**src/rtl/hwmon_irq_pkg.sv**
```systemverilog
`timescale 1ns/1ps
package hwmon_irq_pkg;
  localparam int unsigned REG_W = 8;

  // register addresses
  localparam logic [7:0] A_CFG1   = 8'h40;
  localparam logic [7:0] A_CHMODE = 8'h47;
  localparam logic [7:0] A_CFG2   = 8'h4A;
  localparam logic [7:0] A_MASK0  = 8'h50;
  localparam logic [7:0] A_STAT0  = 8'h60;

  // field positions decoded by the interrupt logic
  localparam int unsigned CFG1_EN_BIT  = 1;
  localparam int unsigned CFG1_CLR_BIT = 3;
  localparam int unsigned CHM_MODE_BIT = 7;
  localparam int unsigned CHM_EN_LSB   = 4;
  localparam int unsigned CHM_EN_N     = 3;
  localparam int unsigned CFG2_EN_LSB  = 6;
endpackage

```
**src/rtl/irq_status_bank.sv**
```systemverilog
`timescale 1ns/1ps
module irq_status_bank #(
  parameter int unsigned W = 8
) (
  input  logic         clk,
  input  logic         rst_n,
  input  logic         upd,
  input  logic [W-1:0] flags,
  input  logic         rd,
  output logic [W-1:0] stat
);
  logic [W-1:0] stat_q, stat_d;
  logic         stat_en;

  // a same-cycle update wins over the read clear, so no event is lost
  always_comb begin
    stat_en = upd | rd;
    stat_d  = stat_q;
    if (upd)     stat_d = (rd ? '0 : stat_q) | flags;
    else if (rd) stat_d = '0;
  end

  always_ff @(posedge clk or negedge rst_n) begin
    if (!rst_n)       stat_q <= '0;
    else if (stat_en) stat_q <= stat_d;
  end

  assign stat = stat_q;

  p_upd_sets_r2: assert property (@(posedge clk) disable iff (!rst_n)
    upd |=> ((stat_q & $past(flags)) == $past(flags)));
  p_no_spurious_set_r2: assert property (@(posedge clk) disable iff (!rst_n)
    !upd |=> ((stat_q & ~$past(stat_q)) == '0));
  p_rd_clears_r3: assert property (@(posedge clk) disable iff (!rst_n)
    (rd && !upd) |=> (stat_q == '0));
  p_collide_new_r4: assert property (@(posedge clk) disable iff (!rst_n)
    (rd && upd) |=> (stat_q == $past(flags)));
endmodule

```
**src/rtl/ext_irq_norm.sv**
```systemverilog
`timescale 1ns/1ps
module ext_irq_norm #(
  parameter int unsigned      N       = 5,
  parameter logic [N-1:0]     ACT_LOW = 5'b00111
) (
  input  logic         mode,
  input  logic [N-1:0] en,
  input  logic [N-1:0] pins,
  output logic [N-1:0] req
);
  // level requests, normalised to active high; nothing is latched here
  for (genvar i = 0; i < N; i++) begin : g_line
    if (ACT_LOW[i]) begin : g_low
      assign req[i] = mode & en[i] & ~pins[i];
    end else begin : g_high
      assign req[i] = mode & en[i] & pins[i];
    end
  end
endmodule

```
**src/rtl/irq_regfile.sv**
```systemverilog
`timescale 1ns/1ps
module irq_regfile
  import hwmon_irq_pkg::*;
#(
  parameter int unsigned NB    = 2,
  parameter int unsigned N_EXT = 5,
  localparam int unsigned SW   = NB * REG_W
) (
  input  logic             clk,
  input  logic             rst_n,
  input  logic [7:0]       addr,
  input  logic [REG_W-1:0] wdata,
  input  logic             wr,
  input  logic             rd,
  input  logic [SW-1:0]    stat,
  output logic [SW-1:0]    mask,
  output logic [NB-1:0]    stat_rd,
  output logic             int_en,
  output logic             int_clr,
  output logic             irq_mode,
  output logic [N_EXT-1:0] ext_en,
  output logic [REG_W-1:0] rdata
);
  logic [REG_W-1:0] cfg1_q, chm_q, cfg2_q, rdata_q, rd_mux;
  logic [SW-1:0]    mask_q;
  logic             we_cfg1, we_chm, we_cfg2;
  logic [NB-1:0]    we_mask;

  always_comb begin
    we_cfg1 = wr && (addr == A_CFG1);
    we_chm  = wr && (addr == A_CHMODE);
    we_cfg2 = wr && (addr == A_CFG2);
  end

  always_ff @(posedge clk or negedge rst_n) begin
    if (!rst_n) begin
      cfg1_q <= '0;
      chm_q  <= '0;
      cfg2_q <= '0;
    end else begin
      if (we_cfg1) cfg1_q <= wdata;
      if (we_chm)  chm_q  <= wdata;
      if (we_cfg2) cfg2_q <= wdata;
    end
  end

  for (genvar b = 0; b < NB; b++) begin : g_bank
    assign we_mask[b] = wr && (addr == A_MASK0 + 8'(b));
    assign stat_rd[b] = rd && (addr == A_STAT0 + 8'(b));
    always_ff @(posedge clk or negedge rst_n) begin
      if (!rst_n)          mask_q[b*REG_W +: REG_W] <= '0;
      else if (we_mask[b]) mask_q[b*REG_W +: REG_W] <= wdata;
    end
  end

  always_comb begin
    rd_mux = '0;
    if (addr == A_CFG1)   rd_mux = cfg1_q;
    if (addr == A_CHMODE) rd_mux = chm_q;
    if (addr == A_CFG2)   rd_mux = cfg2_q;
    for (int b = 0; b < NB; b++) begin
      if (addr == A_MASK0 + 8'(b)) rd_mux = mask_q[b*REG_W +: REG_W];
      if (addr == A_STAT0 + 8'(b)) rd_mux = stat[b*REG_W +: REG_W];
    end
  end

  always_ff @(posedge clk or negedge rst_n) begin
    if (!rst_n)  rdata_q <= '0;
    else if (rd) rdata_q <= rd_mux;
  end

  assign rdata    = rdata_q;
  assign mask     = mask_q;
  assign int_en   = cfg1_q[CFG1_EN_BIT];
  assign int_clr  = cfg1_q[CFG1_CLR_BIT];
  assign irq_mode = chm_q[CHM_MODE_BIT];
  assign ext_en   = {cfg2_q[CFG2_EN_LSB +: N_EXT-CHM_EN_N], chm_q[CHM_EN_LSB +: CHM_EN_N]};

  p_rdata_hold_r3: assert property (@(posedge clk) disable iff (!rst_n)
    !rd |=> $stable(rdata_q));
  p_cfg_write_r10: assert property (@(posedge clk) disable iff (!rst_n)
    we_cfg1 |=> (cfg1_q == $past(wdata)));
endmodule

```
**src/rtl/hwmon_irq_ctrl.sv**
```systemverilog
`timescale 1ns/1ps
module hwmon_irq_ctrl
  import hwmon_irq_pkg::*;
#(
  parameter int unsigned  NB          = 2,
  parameter int unsigned  N_EXT       = 5,
  parameter logic [N_EXT-1:0] EXT_ACT_LOW = 5'b00111,
  localparam int unsigned SW          = NB * REG_W
) (
  input  logic             clk,
  input  logic             rst_n,
  input  logic             upd_stb,
  input  logic [SW-1:0]    oor_flags,
  input  logic [N_EXT-1:0] gp_in,
  input  logic [7:0]       reg_addr,
  input  logic [REG_W-1:0] reg_wdata,
  input  logic             reg_wr,
  input  logic             reg_rd,
  output logic [REG_W-1:0] reg_rdata,
  output logic             int_n
);
  logic             rst_meta_q, rst_sync_q;
  logic [SW-1:0]    stat, mask;
  logic [NB-1:0]    stat_rd;
  logic             int_en, int_clr, irq_mode;
  logic [N_EXT-1:0] ext_en, ext_req;
  logic             int_n_q, int_n_d, any_stat;

  // asynchronous assert, synchronous release
  always_ff @(posedge clk or negedge rst_n) begin
    if (!rst_n) begin
      rst_meta_q <= 1'b0;
      rst_sync_q <= 1'b0;
    end else begin
      rst_meta_q <= 1'b1;
      rst_sync_q <= rst_meta_q;
    end
  end

  irq_regfile #(.NB(NB), .N_EXT(N_EXT)) u_regs (
    .clk(clk), .rst_n(rst_sync_q), .addr(reg_addr), .wdata(reg_wdata),
    .wr(reg_wr), .rd(reg_rd), .stat(stat), .mask(mask), .stat_rd(stat_rd),
    .int_en(int_en), .int_clr(int_clr), .irq_mode(irq_mode),
    .ext_en(ext_en), .rdata(reg_rdata)
  );

  for (genvar b = 0; b < NB; b++) begin : g_stat
    irq_status_bank #(.W(REG_W)) u_bank (
      .clk(clk), .rst_n(rst_sync_q), .upd(upd_stb),
      .flags(oor_flags[b*REG_W +: REG_W]), .rd(stat_rd[b]),
      .stat(stat[b*REG_W +: REG_W])
    );
  end

  ext_irq_norm #(.N(N_EXT), .ACT_LOW(EXT_ACT_LOW)) u_ext (
    .mode(irq_mode), .en(ext_en), .pins(gp_in), .req(ext_req)
  );

  always_comb begin
    any_stat = |(stat & ~mask);
    int_n_d  = ~(int_en & ~int_clr & (any_stat | (|ext_req)));
  end

  always_ff @(posedge clk or negedge rst_sync_q) begin
    if (!rst_sync_q) int_n_q <= 1'b1;
    else             int_n_q <= int_n_d;
  end

  assign int_n = int_n_q;

  p_disabled_high_r6: assert property (@(posedge clk) disable iff (!rst_sync_q)
    !int_en |=> int_n);
  p_clear_high_r7: assert property (@(posedge clk) disable iff (!rst_sync_q)
    int_clr |=> int_n);
  p_clear_keeps_stat_r7: assert property (@(posedge clk) disable iff (!rst_sync_q)
    (int_clr && !upd_stb && (stat_rd == '0)) |=> $stable(stat));
  p_ext_off_r9: assert property (@(posedge clk) disable iff (!rst_sync_q)
    !irq_mode |-> (ext_req == '0));
endmodule

```
**config.mk**
```make
export PLATFORM = sky130hd
export DESIGN_NAME = hwmon_irq_ctrl
export DESIGN_NICKNAME = d
export VERILOG_FILES = /design/src/rtl/hwmon_irq_pkg.sv /design/src/rtl/irq_status_bank.sv /design/src/rtl/ext_irq_norm.sv /design/src/rtl/irq_regfile.sv /design/src/rtl/hwmon_irq_ctrl.sv
export SDC_FILE = /design/constraint.sdc
export NUM_CORES = 1
export LEC_CHECK = 0
export BUFFER_PORTS_ARGS = -buffer_cell sky130_fd_sc_hd__buf_2
export CAP_MARGIN = 20
export CORE_ASPECT_RATIO = 1.5
export CORE_UTILIZATION = 50
export CTS_BUF_LIST = sky130_fd_sc_hd__clkbuf_8
export DETAILED_ROUTE_END_ITERATION = 8
export PLACE_DENSITY = 0.81
export SLEW_MARGIN = 25
export SYNTH_ARGS = -nofsm -noshare
export SYNTH_HDL_FRONTEND = slang
export SYNTH_SLANG_ARGS = --single-unit
```
**constraint.sdc**
```tcl
create_clock -name clk -period 3.1 [get_ports clk]
set_input_delay 0.465 -clock clk [delete_from_list [all_inputs] [get_ports clk]]
set_output_delay 0.465 -clock clk [all_outputs]
set_load 0.05 [all_outputs]
```
Word level (Yosys, flattened, before mapping). Cells that the tools add are included.

Bits in registers: 67. Bits in latches: 0. Memory bits (writable): 0. Memories: 0. Memory bits (read-only): 0. Logic and storage cells: 62.

Reduce and logical (&&, ||, !) cells: 9. $add $sub $neg: 0. Equality and inequality tests: 7. Magnitude comparators: 0. Div/mod/pow operators: 0. Shift operators: 0. $mul: 0. Mux-type cells: 11. Bitwise operators: 24.

Operator list (count): 2-to-1 mux 8 bit (11); equality test 8 x 7 -> 1 bit (second input constant) (7); AND 16 bit (1); NOT 16 bit (1); bitwise OR 8 bit (2); OR reduction 16 bit (1); AND 1 bit (12); logical AND 1 bit (7); NOT 1 bit (5); OR reduction 5 bit (1); bitwise OR 1 bit (3).

Depth between registers and ports, before layout. Gate-level depths: netlist of the first run.

Depth in word-level cells: 8. Gate-level depth with buffers: 7. Depth with buffers taken out: 4.

Cells and area by module. A second synthesis of the first run with hierarchy kept.

Cell total of the unflattened synthesis: 311. Area total of the unflattened synthesis: 3370.7 µm².

Modules (own cells, without submodules): irq_regfile (times used 1, seq. area each 1201.2 µm², area each 2439.8 µm², cells an instance 209); irq_status_bank (times used 2, seq. area each 200.2 µm², area each 311.5 µm², cells an instance 33); hwmon_irq_ctrl (times used 1, seq. area each 76.3 µm², area each 269.0 µm², cells an instance 31); ext_irq_norm (times used 1, seq. area each 0.0 µm², area each 38.8 µm², cells an instance 5).

Worst setup path before layout of the first run. OpenSTA, ideal clock, no wires.

Path type: input to register. From: input reg_addr[3]. To: register u_regs.rdata_q[5], in the netlist u_regs.rdata[5]. Path slack: 1200 ps. Buffers on the path: 3. Data arrival time: 1780 ps. Setup time: 120 ps. Stages: 7. Cells stage by stage: clkbuf_2 -> or4b_1 -> buf_2 -> buf_2 -> nor3_1 -> a21oi_1 -> and3_1.

Cells in the longest elaborated chain, start to end: 8.

RTL lines: from (decl) (RTL line hwmon_irq_ctrl.sv:15) `input logic [7:0] reg_addr,`; equality test 8 x 7 -> 1 bit (RTL line irq_regfile.sv:58) `if (addr == A_CFG1) rd_mux = cfg1_q;`; 2-to-1 mux 8 bit (RTL line irq_regfile.sv:58); 2-to-1 mux 8 bit (RTL line irq_regfile.sv:59) `if (addr == A_CHMODE) rd_mux = chm_q;`; 2-to-1 mux 8 bit (RTL line irq_regfile.sv:60) `if (addr == A_CFG2) rd_mux = cfg2_q;`; 2-to-1 mux 8 bit (RTL line irq_regfile.sv:62) `if (addr == A_MASK0 + 8'(b)) rd_mux = mask_q[b*REG_W +: REG_W];`; 2-to-1 mux 8 bit (RTL line irq_regfile.sv:63) `if (addr == A_STAT0 + 8'(b)) rd_mux = stat[b*REG_W +: REG_W];`; 2-to-1 mux 8 bit (RTL line irq_regfile.sv:62); 2-to-1 mux 8 bit * (RTL line irq_regfile.sv:63); to (signal assigned) (RTL line irq_regfile.sv:69) `else if (rd) rdata_q <= rd_mux;`; to (decl) (RTL line irq_regfile.sv:24) `logic [REG_W-1:0] cfg1_q, chm_q, cfg2_q, rdata_q, rd_mux;`.

Every way passes the cells marked *; elsewhere a longest branch is shown, timed or not. A chain may end at the register's enable or synchronous reset.

Worst setup path after layout of the first run.
From: input reg_addr[1]. To: register u_regs.rdata_q[0], in the netlist u_regs.rdata[0].

Same word-level chain as after synthesis.

==> results of run 1 <==
where the power goes:
part	internal (mW)	leakage, nW	switching, mW	total (mW)
logic	0.0766	0.960	0.128	0.205
clock network	0.615	0.135	0.339	0.954
registers	0.910	0.825	0.0234	0.934
final timing paths:
kind / start / end / slack (ns) / cells after the start
setup / recovery: reg_addr[1] / u_regs.rdata[0]$_DFFE_PN0P_ / 1.16 / 5
hold / removal: oor_flags[3] / g_stat[0].u_bank.stat[3]$_DFFE_PN0P_ / 0.35 / 2
setup reg to reg: u_regs.chm_q[4]$_DFFE_PN0P_ / u_regs.rdata[4]$_DFFE_PN0P_ / 1.65 / 4
hold reg to reg: rst_meta_q$_DFF_PN0_ / rst_sync_q$_DFF_PN0_ / 0.37 / 0
max in group asynchronous: rst_sync_q$_DFF_PN0_ / g_stat[1].u_bank.stat[6]$_DFFE_PN0P_ / 2.13 / 1
min in group asynchronous: rst_n / rst_sync_q$_DFF_PN0_ / 0.43 / 2
critical path, cell delays in order:
cell and delay, ns:
buf_2 0.20, or4b_1 0.86, o21a_4 0.41, o2111ai_1 0.10, and3_1 0.18
logic make-up (layout without fill, tap and decap cells):
logic type	Yosys count	in the layout	synth area share, %
compound gates	76	76	17.4
simple gates	83	83	16.5
mux	40	40	12.9
other cells	1	1	0.107
flops	67	67	48.1
buf+inv	39	89	5.05
cell usage in the layout, fill, tap and decap left out, types with 6 or more instances in the layout:
cell / netlist / routed
o32ai_1: 8 / 8
and3_1: 8 / 8
and2_1: 8 / 8
clkbuf_8: 0 / 9
o211ai_1: 8 / 8
inv_1: 15 / 16
buf_2: 5 / 50
dfrtp_1: 66 / 65
o2111ai_1: 6 / 6
buf_4: 0 / 7
nor3_1: 9 / 9
o21ai_0: 9 / 9
a221oi_1: 10 / 10
nand3_1: 18 / 18
a21oi_1: 8 / 8
a22o_1: 17 / 17
mux2_2: 40 / 40
and3b_1: 9 / 9
nor2_1: 8 / 8
stage by stage:
step	instance area [um2]	util (%)	total power, mW	hold WS, ns	worst slack [ns]
2_1_floorplan	3490	-	1.08	0.169	1.10
3_3_place_gp	3770	56.9	1.15	0.249	0.853
3_5_place_dp	3770	56.9	1.15	0.251	0.829
4_1_cts	4050	61.1	2.10	0.346	1.18
5_1_grt	4050	61.1	2.17	0.345	1.08
6_report	4050	61.1	2.09	0.346	1.16
repair_timing:
item	in CTS	in global routing
hold buffers	1	0
endpoints found under the hold margin	2	0
resized for setup	0	0
area by class of cell:
class / count / area [um2] / share of cell area (%)
sequential: 67 / 1680 / 41.5
multi-input combinational: 200 / 1640 / 40.5
timing repair buffer: 58 / 313 / 7.73
clock inverter: 7 / 141 / 3.50
clock buffer: 9 / 124 / 3.06
tap: 76 / 95.1 / 2.35
inverter: 15 / 56.3 / 1.39
registers in the layout (all words and copies together), names as in the netlist:
signal and flops:
u_regs.mask 16, u_regs.rdata 8, g_stat.u_bank.stat 16, rst_sync_q 1
u_regs.cfg1_q 8, u_regs.cfg2_q 8, rst_meta_q 1, u_regs.chm_q 8
int_n 1
layer usage:
metal  vias up  track usage, %  wire length, um
li1       1267               -                -
met1      1327            29.6             3350
met2        86            41.6             4430
met3        23            3.68              309
met4         0            12.3              250
met5         -               0                0
==> results by group, run 1 <==
Outcome
  – Run status: completed

Floorplan
  – Count of boundary I/O pins: 51
  – Standard cell core area: 6620 um2
  – Area enclosed by the die boundary: 7330 um2
  – Row count: 36
  – Width of the die: 70.2 um
  – Height of the die: 104 um
  – Effective utilization at floorplan: 52.7%

Logic synthesis
  – Gate count after technology mapping: 306
  – Sequential share of the synthesized area: 48.1%
  – Synthesis-stage register bit count: 67
  – Average cell area after synthesis: 11.4 um2
  – Number of synthesis warnings: 0
  – Count leader, synth: dfrtp_1
  – Fraction of registers with async set/reset: 100%
  – Syn nets: 348
  – Top-area cell type share of the netlist area: 47.3%
  – EDFF count, synth: 0
  – Cell variety after synth: 43
  – Top cell types by occurrence after synthesis: dfrtp_1 (66), mux2_2 (40), nand3_1 (18)
  – Ys flop type: dfrtp_1
  – Cell types occupying the most area after synthesis: dfrtp_1 (47%), mux2_2 (13%), a22o_1 (4.3%)
  – Cell taking the most area after synthesis: dfrtp_1
  – Summed instance area of the synthesized netlist: 3490 um2

STA
  – Achievable clock frequency: 0.516 GHz
  – Clock period minus final worst setup slack: 1.94 ns
  – Final total negative setup slack: 0 ns
  – Unrepaired setup endpoints after global routing: no
  – Worst slew margin: 46.3%
  – Worst clock skew: 0.0117 ns
  – Final Cycle Share: 62.6%
  – Worst Max-Slew Pin Slew: 0.805 ns
  – Count of final hold-check violations: 0
  – Slew Limit Fails: 0
  – Final setup vio count: 0

Critical path
  – Required time at the worst-slack endpoint: 3.38 ns
  – Type of the worst setup path: in -> reg
  – Nature of the critical path startpoint: primary input
  – Crit path arrival time: 2.22 ns
  – CP Capture Type: flop
  – Top fanout value on the critical path: 17

Global routing
  – Total global routing track utilization: 24.5%
  – Gr ovfl total: 0
  – Initial antenna violation count: 0
  – Number of global-route vias before repair: 2,752
  – Global-route wire length before repair: 14,000 um
  – Pin count of the biggest net entering global routing: 66

Routing
  – Number of nets still failing antenna checks after routing: 0
  – WL/cell: 19.3 um
  – Aggregate routed wire length: 8330 um
  – Detailed-route via count: 2,703
  – Number of remaining DRC errors: 0
  – Vias per Instance: 6.26
  – DR iter-0 viols: 206
  – First drt pass iteration count: 5

Finish
  – Area delta synth->final: 15.9%
  – Share of final-layout standard cells stronger than drive strength 1: 35.1%
  – Fin nets: 393
  – Number of filler cells placed in the layout: 551
  – Final standard cell count with taps included and fillers excluded: 432
  – Antenna diode instance count: 0

Place
  – Routability-driven placement congestion ratio: 0.939
  – Placed instance count: 415
  – Buffers added on ports: 50
  – Detailed placement HPWL: 6200 um

Clock network
  – Root Driver: clkbuf_8
  – Clock buffers created by TritonCTS: 9
  – Clock slew at reported path FFs: 0.07 ns
  – Source-to-sink clock delay at the later pin of the worst-skew pair: 0.35 ns
  – Maximum clock path buffer count: 2
  – Number of levels the H-tree was split into: 3
  – Setup repair bufs after CTS: 0
  – TritonCTS clock tree: built
  – Clock tree sinks: 67

Pwr
  – P per Cell Area: 517 nW/um2
  – Maximum ir drop on the vdd rail: 0.301 mV
  – Leakage dissipation: 1.92 nW

Run
  – Max capacitance violation total: 0

Min path
  – Path category of the worst min-delay check: in -> reg
No activity file was read; power rests on OpenSTA's default activity.
==> run 2, diff against run 1 <==
--- a/config.mk
+++ b/config.mk
@@ -5,13 +5,14 @@
 export SDC_FILE = /design/constraint.sdc
 export NUM_CORES = 1
 export LEC_CHECK = 0
+export ABC_AREA = 1
 export BUFFER_PORTS_ARGS = -buffer_cell sky130_fd_sc_hd__buf_2
 export CAP_MARGIN = 20
 export CORE_ASPECT_RATIO = 1.5
 export CORE_UTILIZATION = 50
 export CTS_BUF_LIST = sky130_fd_sc_hd__clkbuf_8
 export DETAILED_ROUTE_END_ITERATION = 8
-export PLACE_DENSITY = 0.81
+export PLACE_DENSITY = 0.82
 export SLEW_MARGIN = 25
 export SYNTH_ARGS = -nofsm -noshare
 export SYNTH_HDL_FRONTEND = slang
==> constraint.sdc (replaced) <==
create_clock -name clk -period 1.85 [get_ports clk]
set_input_delay 0.2775 -clock clk [delete_from_list [all_inputs] [get_ports clk]]
set_output_delay 0.2775 -clock clk [all_outputs]
set_load 0.05 [all_outputs]
==> results by group, run 2 <==
Outcome
  – Run status: completed

Logic synthesis
  – Summed instance area of the synthesized netlist: 3290 um2 (-5.9%)
  – EDFF count, synth: 0 (unchanged)
  – Count leader, synth: nand2_1
  – Ys flop type: dfrtp_1
  – Fraction of registers with async set/reset: 100% (unchanged)
  – Sequential share of the synthesized area: 51.1% (+3.0 points)
  – Number of synthesis warnings: 0 (unchanged)
  – Gate count after technology mapping: 390 (+27%)
  – Top-area cell type share of the netlist area: 50.3% (+3.0 points)
  – Top cell types by occurrence after synthesis: nand2_1 (113), dfrtp_1 (66), inv_1 (52)
  – Cell variety after synth: 30 (-30%)
  – Synthesis-stage register bit count: 67 (unchanged)
  – Cell taking the most area after synthesis: dfrtp_1
  – Cell types occupying the most area after synthesis: dfrtp_1 (50%), nand2_1 (13%), inv_1 (5.9%)
  – Syn nets: 432 (+24%)
  – Average cell area after synthesis: 8.42 um2 (-26%)

Clock network
  – Clock slew at reported path FFs: 0.07 ns (about the same)
  – Hold buffer count at CTS: 1 (unchanged)
  – Clock tree sinks: 67 (unchanged)
  – Maximum clock path buffer count: 2 (unchanged)
  – Root Driver: clkbuf_8
  – Post-CTS resize count: 0 (unchanged)
  – Clock buffers created by TritonCTS: 9 (unchanged)
  – Setup repair bufs after CTS: 0 (unchanged)
  – Source-to-sink clock delay at the later pin of the worst-skew pair: 0.34 ns (about the same)
  – Number of levels the H-tree was split into: 3 (unchanged)
  – TritonCTS clock tree: built

Routing
  – Detailed-route via count: 2,736 (+1.2%)
  – DR iter-0 viols: 201 (-2.4%)
  – Number of remaining DRC errors: 0 (unchanged)
  – Number of nets still failing antenna checks after routing: 0 (unchanged)
  – Aggregate routed wire length: 7470 um (-10%)
  – WL/cell: 14.3 um (-26%)
  – First drt pass iteration count: 4 (-1)
  – Vias per Instance: 5.22 (-17%)

STA
  – Worst slew margin: 61.2% (+15 points)
  – Post-layout worst setup margin: 0.465 ns (-0.695 ns)
  – Achievable clock frequency: 0.722 GHz
  – WHS: 0.165 ns (-0.181 ns)
  – Final Cycle Share: 74.8%
  – Final total negative setup slack: 0 ns (unchanged)
  – Slew Limit Fails: 0 (unchanged)
  – Count of final hold-check violations: 0 (unchanged)
  – Worst Max-Slew Pin Slew: 0.581 ns (-0.224 ns)
  – Unrepaired setup endpoints after global routing: no
  – Worst clock skew: 0.00896 ns (-0.00270 ns)
  – Final setup vio count: 0 (unchanged)
  – Clock period minus final worst setup slack: 1.38 ns

Critical path
  – Delay of the slowest cell on the worst path: 0.52 ns (-0.34 ns)
  – R2R cell count: 6 (+2)
  – Endpoint of the most critical register-to-register path: int_n$_DFF_PN1_
  – Number of gates on the worst path with buffers counted: 1 (-4)
  – Largest delay contributor family on the critical path: flip-flops
  – FF-to-FF Start: u_regs.mask[12]$_DFFE_PN0P_
  – Type of the worst setup path: reg -> out
  – Nature of the critical path startpoint: flop
  – Top fanout value on the critical path: 1 (-16)
  – R2R setup slack: 0.65 ns (-1.00 ns)
  – Crit path arrival time: 1.11 ns (-1.11 ns)
  – CP Capture Type: output port
  – Startpoint of the worst setup timing path: int_n$_DFF_PN1_
  – Critical-path cell with the highest stage delay: dfstp_2
  – Worst path cell trace: buf_2
  – Critical path capture point: int_n
  – Buf/Inv on CP: 1 (unchanged)
  – Required time at the worst-slack endpoint: 1.57 ns (-1.81 ns)

Finish
  – Final Instance Area: 3770 um2 (-6.8%)
  – Top library cells by usage in the layout, fill and taps aside: nand2_1 (113), dfrtp_1 (65), inv_1 (56), buf_2 (50), o21ai_1 (30)
  – Share of final-layout standard cells stronger than drive strength 1: 22.4% (-13 points)
  – Most common cell after layout, fill and taps aside: nand2_1
  – Fin nets: 487 (+24%)
  – Antenna diode instance count: 0 (unchanged)
  – Area delta synth->final: 14.7%
  – Number of filler cells placed in the layout: 585 (+6.2%)

Pwr
  – Int Power: 2.19 mW (+37%)
  – P per Cell Area: 764 nW/um2 (+48%)
  – Sw Ratio: 23.9% (+0.45 points)
  – Leakage dissipation: 2.05 nW (+6.7%)
  – Power after layout: 2.88 mW (+38%)
  – Clock power frac: 38.5% (-7.1 points)
  – Net load switching power: 0.689 mW (+40%)
  – Combinational share of power: 7.4% (-2.4 points)
  – Maximum ir drop on the vdd rail: 0.455 mV (+52%)
  – Sequential group share of total power: 54.1% (+9.5 points)

Place
  – Worst slack at placement: 0.210 ns (-0.619 ns)
  – Detailed placement HPWL: 5690 um (-8.1%)
  – Routability-driven placement congestion ratio: 0.860 (-8.4%)
  – Buffers added on ports: 50 (unchanged)
  – Cell area after placement: 3580 um2 (-5.0%)

Global routing
  – Total global routing track utilization: 24.8% (+0.30 points)
  – Gr ovfl total: 0 (unchanged)
  – Initial antenna violation count: 0 (unchanged)
  – Number of global-route vias before repair: 2,737 (-0.55%)
  – Pin count of the biggest net entering global routing: 41 (-38%)
  – Global-route wire length before repair: 12,400 um (-11%)

Floorplan
  – Width of the die: 68.2 um (-2.9%)
  – Row count: 35 (-2.8%)
  – Count of boundary I/O pins: 51 (unchanged)
  – Area enclosed by the die boundary: 6910 um2 (-5.7%)
  – Standard cell core area: 6260 um2 (-5.4%)
  – Height of the die: 101 um (-2.9%)
  – Effective utilization at floorplan: 52.5% (-0.25 points)

Min path
  – Path category of the worst min-delay check: in -> reg

Run
  – Max capacitance violation total: 0 (unchanged)
[run 2: cell types whose count changed in the layout (fill, tap and decap cells not counted), moves of 9 or more]
cell | previous run | this run
nand2_1 | 0 | 113
inv_1 | 16 | 56
mux2_2 | 40 | 0
o21ai_1 | 0 | 30
nor2_1 | 8 | 19
a221oi_1 | 10 | 0
and3b_1 | 9 | 0
o21ai_2 | 0 | 9
[run 2: worst min-delay path by stage]
stage / slack (ns) / depth (start not counted) / to / start
floorplan: -0.02 / 0 / rst_meta_q$_DFF_PN0_ / rst_n
global placement: 0.06 / 1 / rst_meta_q$_DFF_PN0_ / rst_n
detailed placement: 0.06 / 1 / rst_meta_q$_DFF_PN0_ / rst_n
CTS: 0.16 / 2 / g_stat[1].u_bank.stat[2]$_DFFE_PN0P_ / oor_flags[10]
global route: 0.16 / 2 / g_stat[0].u_bank.stat[2]$_DFFE_PN0P_ / oor_flags[2]
finish: 0.17 / 2 / g_stat[1].u_bank.stat[7]$_DFFE_PN0P_ / oor_flags[15]
[run 2: cell families (layout without fill, tap and decap cells)]
family,count (synthesis),in the layout,share of synthesized area (%)
simple gates,177,177,24.4
flops,67,67,51.1
compound gates,75,75,14.9
other cells,1,1,0.114
buf+inv,70,130,9.56
[run 2: power groups by stage]
stage / registers, mW / clock network (mW) / logic (mW)
floorplan: 1.59 / 0 / 0.102
global placement: 1.58 / 0 / 0.205
detailed placement: 1.58 / 0 / 0.214
CTS: 1.56 / 1.13 / 0.216
global route: 1.57 / 1.19 / 0.242
finish: 1.56 / 1.11 / 0.214
[run 2: area by class of cell]
cell class	count	area [um2]	share of cell area (%)
tap	74	92.6	2.46
multi-input combinational	253	1290	34.3
inverter	59	223	5.91
clock inverter	7	55.1	1.46
sequential	67	1680	44.5
clock buffer	9	124	3.29
timing repair buffer	55	303	8.03
[run 2: routing by layer]
layer / vias to the layer above / GRT usage (%) / wire length, um
li1: 1360 / - / -
met2: 93 / 41.5 / 3820
met3: 31 / 4.50 / 284
met4: 0 / 16.2 / 354
met1: 1252 / 27.9 / 3020
met5: - / 0 / 0
[run 2: per-stage QoR]
step	cells	utilization, %
finish	524	60.2
global route	524	60.2
floorplan	390	-
detailed placement	507	57.2
CTS	524	60.2
global placement	507	57.2
==> run 3, diff against run 2 <==
--- a/config.mk
+++ b/config.mk
@@ -5,14 +5,14 @@
 export SDC_FILE = /design/constraint.sdc
 export NUM_CORES = 1
 export LEC_CHECK = 0
-export ABC_AREA = 1
+export ABC_AREA = 0
 export BUFFER_PORTS_ARGS = -buffer_cell sky130_fd_sc_hd__buf_2
 export CAP_MARGIN = 20
 export CORE_ASPECT_RATIO = 1.5
 export CORE_UTILIZATION = 50
 export CTS_BUF_LIST = sky130_fd_sc_hd__clkbuf_8
 export DETAILED_ROUTE_END_ITERATION = 8
-export PLACE_DENSITY = 0.82
+export PLACE_DENSITY = 0.81
 export SLEW_MARGIN = 25
 export SYNTH_ARGS = -nofsm -noshare
 export SYNTH_HDL_FRONTEND = slang
==> constraint.sdc (replaced) <==
create_clock -name clk -period 1.4 [get_ports clk]
set_input_delay 0.21 -clock clk [delete_from_list [all_inputs] [get_ports clk]]
set_output_delay 0.21 -clock clk [all_outputs]
set_load 0.05 [all_outputs]
==> results by group, run 3 (synthesis results as in run 1) <==
Clock network
  – Root Driver: clkbuf_8
  – Clock slew at reported path FFs: 0.07 ns (about the same)
  – Source-to-sink clock delay at the later pin of the worst-skew pair: 0.35 ns (about the same)
  – Clock buffers created by TritonCTS: 9 (unchanged)
  – TritonCTS clock tree: built
  – Clock tree sinks: 67 (unchanged)
  – Setup repair bufs after CTS: 0 (unchanged)
  – Number of levels the H-tree was split into: 3 (unchanged)
  – Maximum clock path buffer count: 2 (unchanged)

Place
  – Detailed placement HPWL: 6680 um (+17%)
  – Routability-driven placement congestion ratio: 0.999 (+16%)
  – Buffers added on ports: 50 (unchanged)
  – Placed instance count: 441 (-13%)
  – Worst slack at placement: -0.353 ns (-0.563 ns)
  – Cell area after placement: 4060 um2 (+13%)

Global routing
  – Initial antenna violation count: 0 (unchanged)
  – Gr ovfl total: 0 (unchanged)
  – Total global routing track utilization: 26.2% (+1.4 points)
  – Number of global-route vias before repair: 2,928 (+7.0%)
  – Global-route wire length before repair: 14,800 um (+19%)
  – Pin count of the biggest net entering global routing: 66 (+61%)

STA
  – Clock period minus final worst setup slack: 1.41 ns
  – WHS: 0.0869 ns (-0.0785 ns)
  – Post-layout worst setup margin: -0.00960 ns (-0.475 ns)
  – Achievable clock frequency: 0.709 GHz
  – Final Cycle Share: 101%
  – Count of final hold-check violations: 0 (unchanged)
  – Worst Max-Slew Pin Slew: 0.510 ns (-0.0717 ns)
  – Worst slew margin: 66.0% (+4.8 points)
  – Final total negative setup slack: -0.00960 ns (-0.00960 ns)
  – Slew Limit Fails: 0 (unchanged)
  – Final setup vio count: 1 (+1)
  – Worst clock skew: 0.00993 ns (+0.000969 ns)

Outcome
  – Run status: finished with violations
  – Failing checks: negative setup slack

Pwr
  – Power after layout: 4.37 mW (+52%)
  – P per Cell Area: 1000 nW/um2 (+31%)
  – Leakage dissipation: 2.06 nW (+0.43%)
  – Maximum ir drop on the vdd rail: 0.680 mV (+49%)

Routing
  – DR iter-0 viols: 198 (-1.5%)
  – Aggregate routed wire length: 9160 um (+23%)
  – Detailed-route via count: 2,880 (+5.3%)
  – WL/cell: 19.9 um (+40%)
  – Number of nets still failing antenna checks after routing: 0 (unchanged)
  – First drt pass iteration count: 4 (unchanged)
  – Vias per Instance: 6.27 (+20%)
  – Number of remaining DRC errors: 0 (unchanged)

Floorplan
  – Area enclosed by the die boundary: 7330 um2 (+6.1%)
  – Row count: 36 (+2.9%)
  – Width of the die: 70.2 um (+3.0%)
  – Effective utilization at floorplan: 52.7% (+0.25 points)
  – Count of boundary I/O pins: 51 (unchanged)
  – Height of the die: 104 um (+3.0%)
  – Standard cell core area: 6620 um2 (+5.7%)

Finish
  – Share of final-layout standard cells stronger than drive strength 1: 43.6% (+21 points)
  – Sequential cell area: 1680 um2 (unchanged)
  – Area used by multi-input combinational logic: 1760 um2 (+36%)
  – Fin nets: 420 (-14%)
  – Antenna diode instance count: 0 (unchanged)
  – Top library cells by usage in the layout, fill and taps aside: dfrtp_1 (65), buf_2 (50), mux2_2 (40), buf_4 (27)
  – Number of filler cells placed in the layout: 507 (-13%)
  – Final Instance Area: 4370 um2 (+16%)
  – Area delta synth->final: 25.2%
  – Final core area utilization: 66.0% (+5.8 points)
  – Final standard cell count with taps included and fillers excluded: 459 (-12%)
  – Most common cell after layout, fill and taps aside: dfrtp_1

Critical path
  – Crit path arrival time: 1.65 ns (+0.54 ns)
  – Type of the worst setup path: in -> reg
  – R2R setup slack: 0.06 ns (-0.59 ns)
  – Required time at the worst-slack endpoint: 1.64 ns (+0.07 ns)
  – CP Capture Type: flop
  – Top fanout value on the critical path: 8 (+7)
  – Nature of the critical path startpoint: primary input

Min path
  – Path category of the worst min-delay check: in -> reg

Run
  – Max capacitance violation total: 0 (unchanged)
[run 3: cell count changes in the layout (fill, tap and decap cells not counted), sizes merged, moves of 8 or more]
| cell | previous run | this run |
|---|---|---|
| nand2 | 123 | 0 |
| inv | 62 | 16 |
| mux2 | 0 | 40 |
| o21ai | 49 | 9 |
| buf | 54 | 83 |
| nor2 | 22 | 8 |
| a221oi | 0 | 10 |
| and3b | 0 | 9 |
| o2111ai | 0 | 9 |
| a21oi | 0 | 8 |
| and3 | 0 | 8 |
| o211ai | 0 | 8 |
| o32ai | 0 | 8 |
[run 3: power by group]
part	internal (mW)	total [mW]	switching, mW
Sequential	2.02	2.07	0.0562
Combinational	0.221	0.532	0.311
Clock	0.998	1.77	0.773
[run 3: final timing paths]
| check | from | end | depth (start not counted) |
|---|---|---|---|
| hold / removal | oor_flags[2] | g_stat[0].u_bank.stat[2]$_DFFE_PN0P_ | 2 |
| setup reg to reg | u_regs.chm_q[7]$_DFFE_PN0P_ | u_regs.rdata[7]$_DFFE_PN0P_ | 4 |
| min in group asynchronous | rst_n | rst_meta_q$_DFF_PN0_ | 2 |
| max in group asynchronous | rst_sync_q$_DFF_PN0_ | int_n$_DFF_PN1_ | 1 |
| setup / recovery | reg_addr[1] | u_regs.rdata[3]$_DFFE_PN0P_ | 6 |
| hold reg to reg | rst_sync_q$_DFF_PN0_ | u_regs.cfg2_q[7]$_DFFE_PN0P_ | 1 |
[run 3: layout make-up]
cell class                 count  area share (%)
clock buffer                   9            2.83
clock inverter                 7            2.15
inverter                      15            1.29
multi-input combinational    201            40.2
sequential                    67            38.4
tap                           76            2.18
timing repair buffer          84            12.9
[run 3: critical path, cell delays in order]
cell	delay (ns)
buf_2	0.11
or4_1	0.55
buf_4	0.20
o32ai_1	0.29
nand3_1	0.11
and3_1	0.18
[run 3: layer usage]
metal	track usage (%)	wire length [um]	vias to the layer above
li1	-	-	1323
met1	29.2	3520	1424
met2	44.1	4880	102
met3	6.01	421	31
met4	16.3	340	0
met5	0	0	-
[run 3: repair_timing]
| item | in CTS | in global routing |
|---|---|---|
| gates resized for setup | 6 | 8 |
| hold buffers | 1 | 0 |
| hold endpoints to repair | 2 | 0 |
| setup endpoints to repair | 7 | 16 |
| pin swaps | 0 | 3 |
| cloned | 0 | 1 |
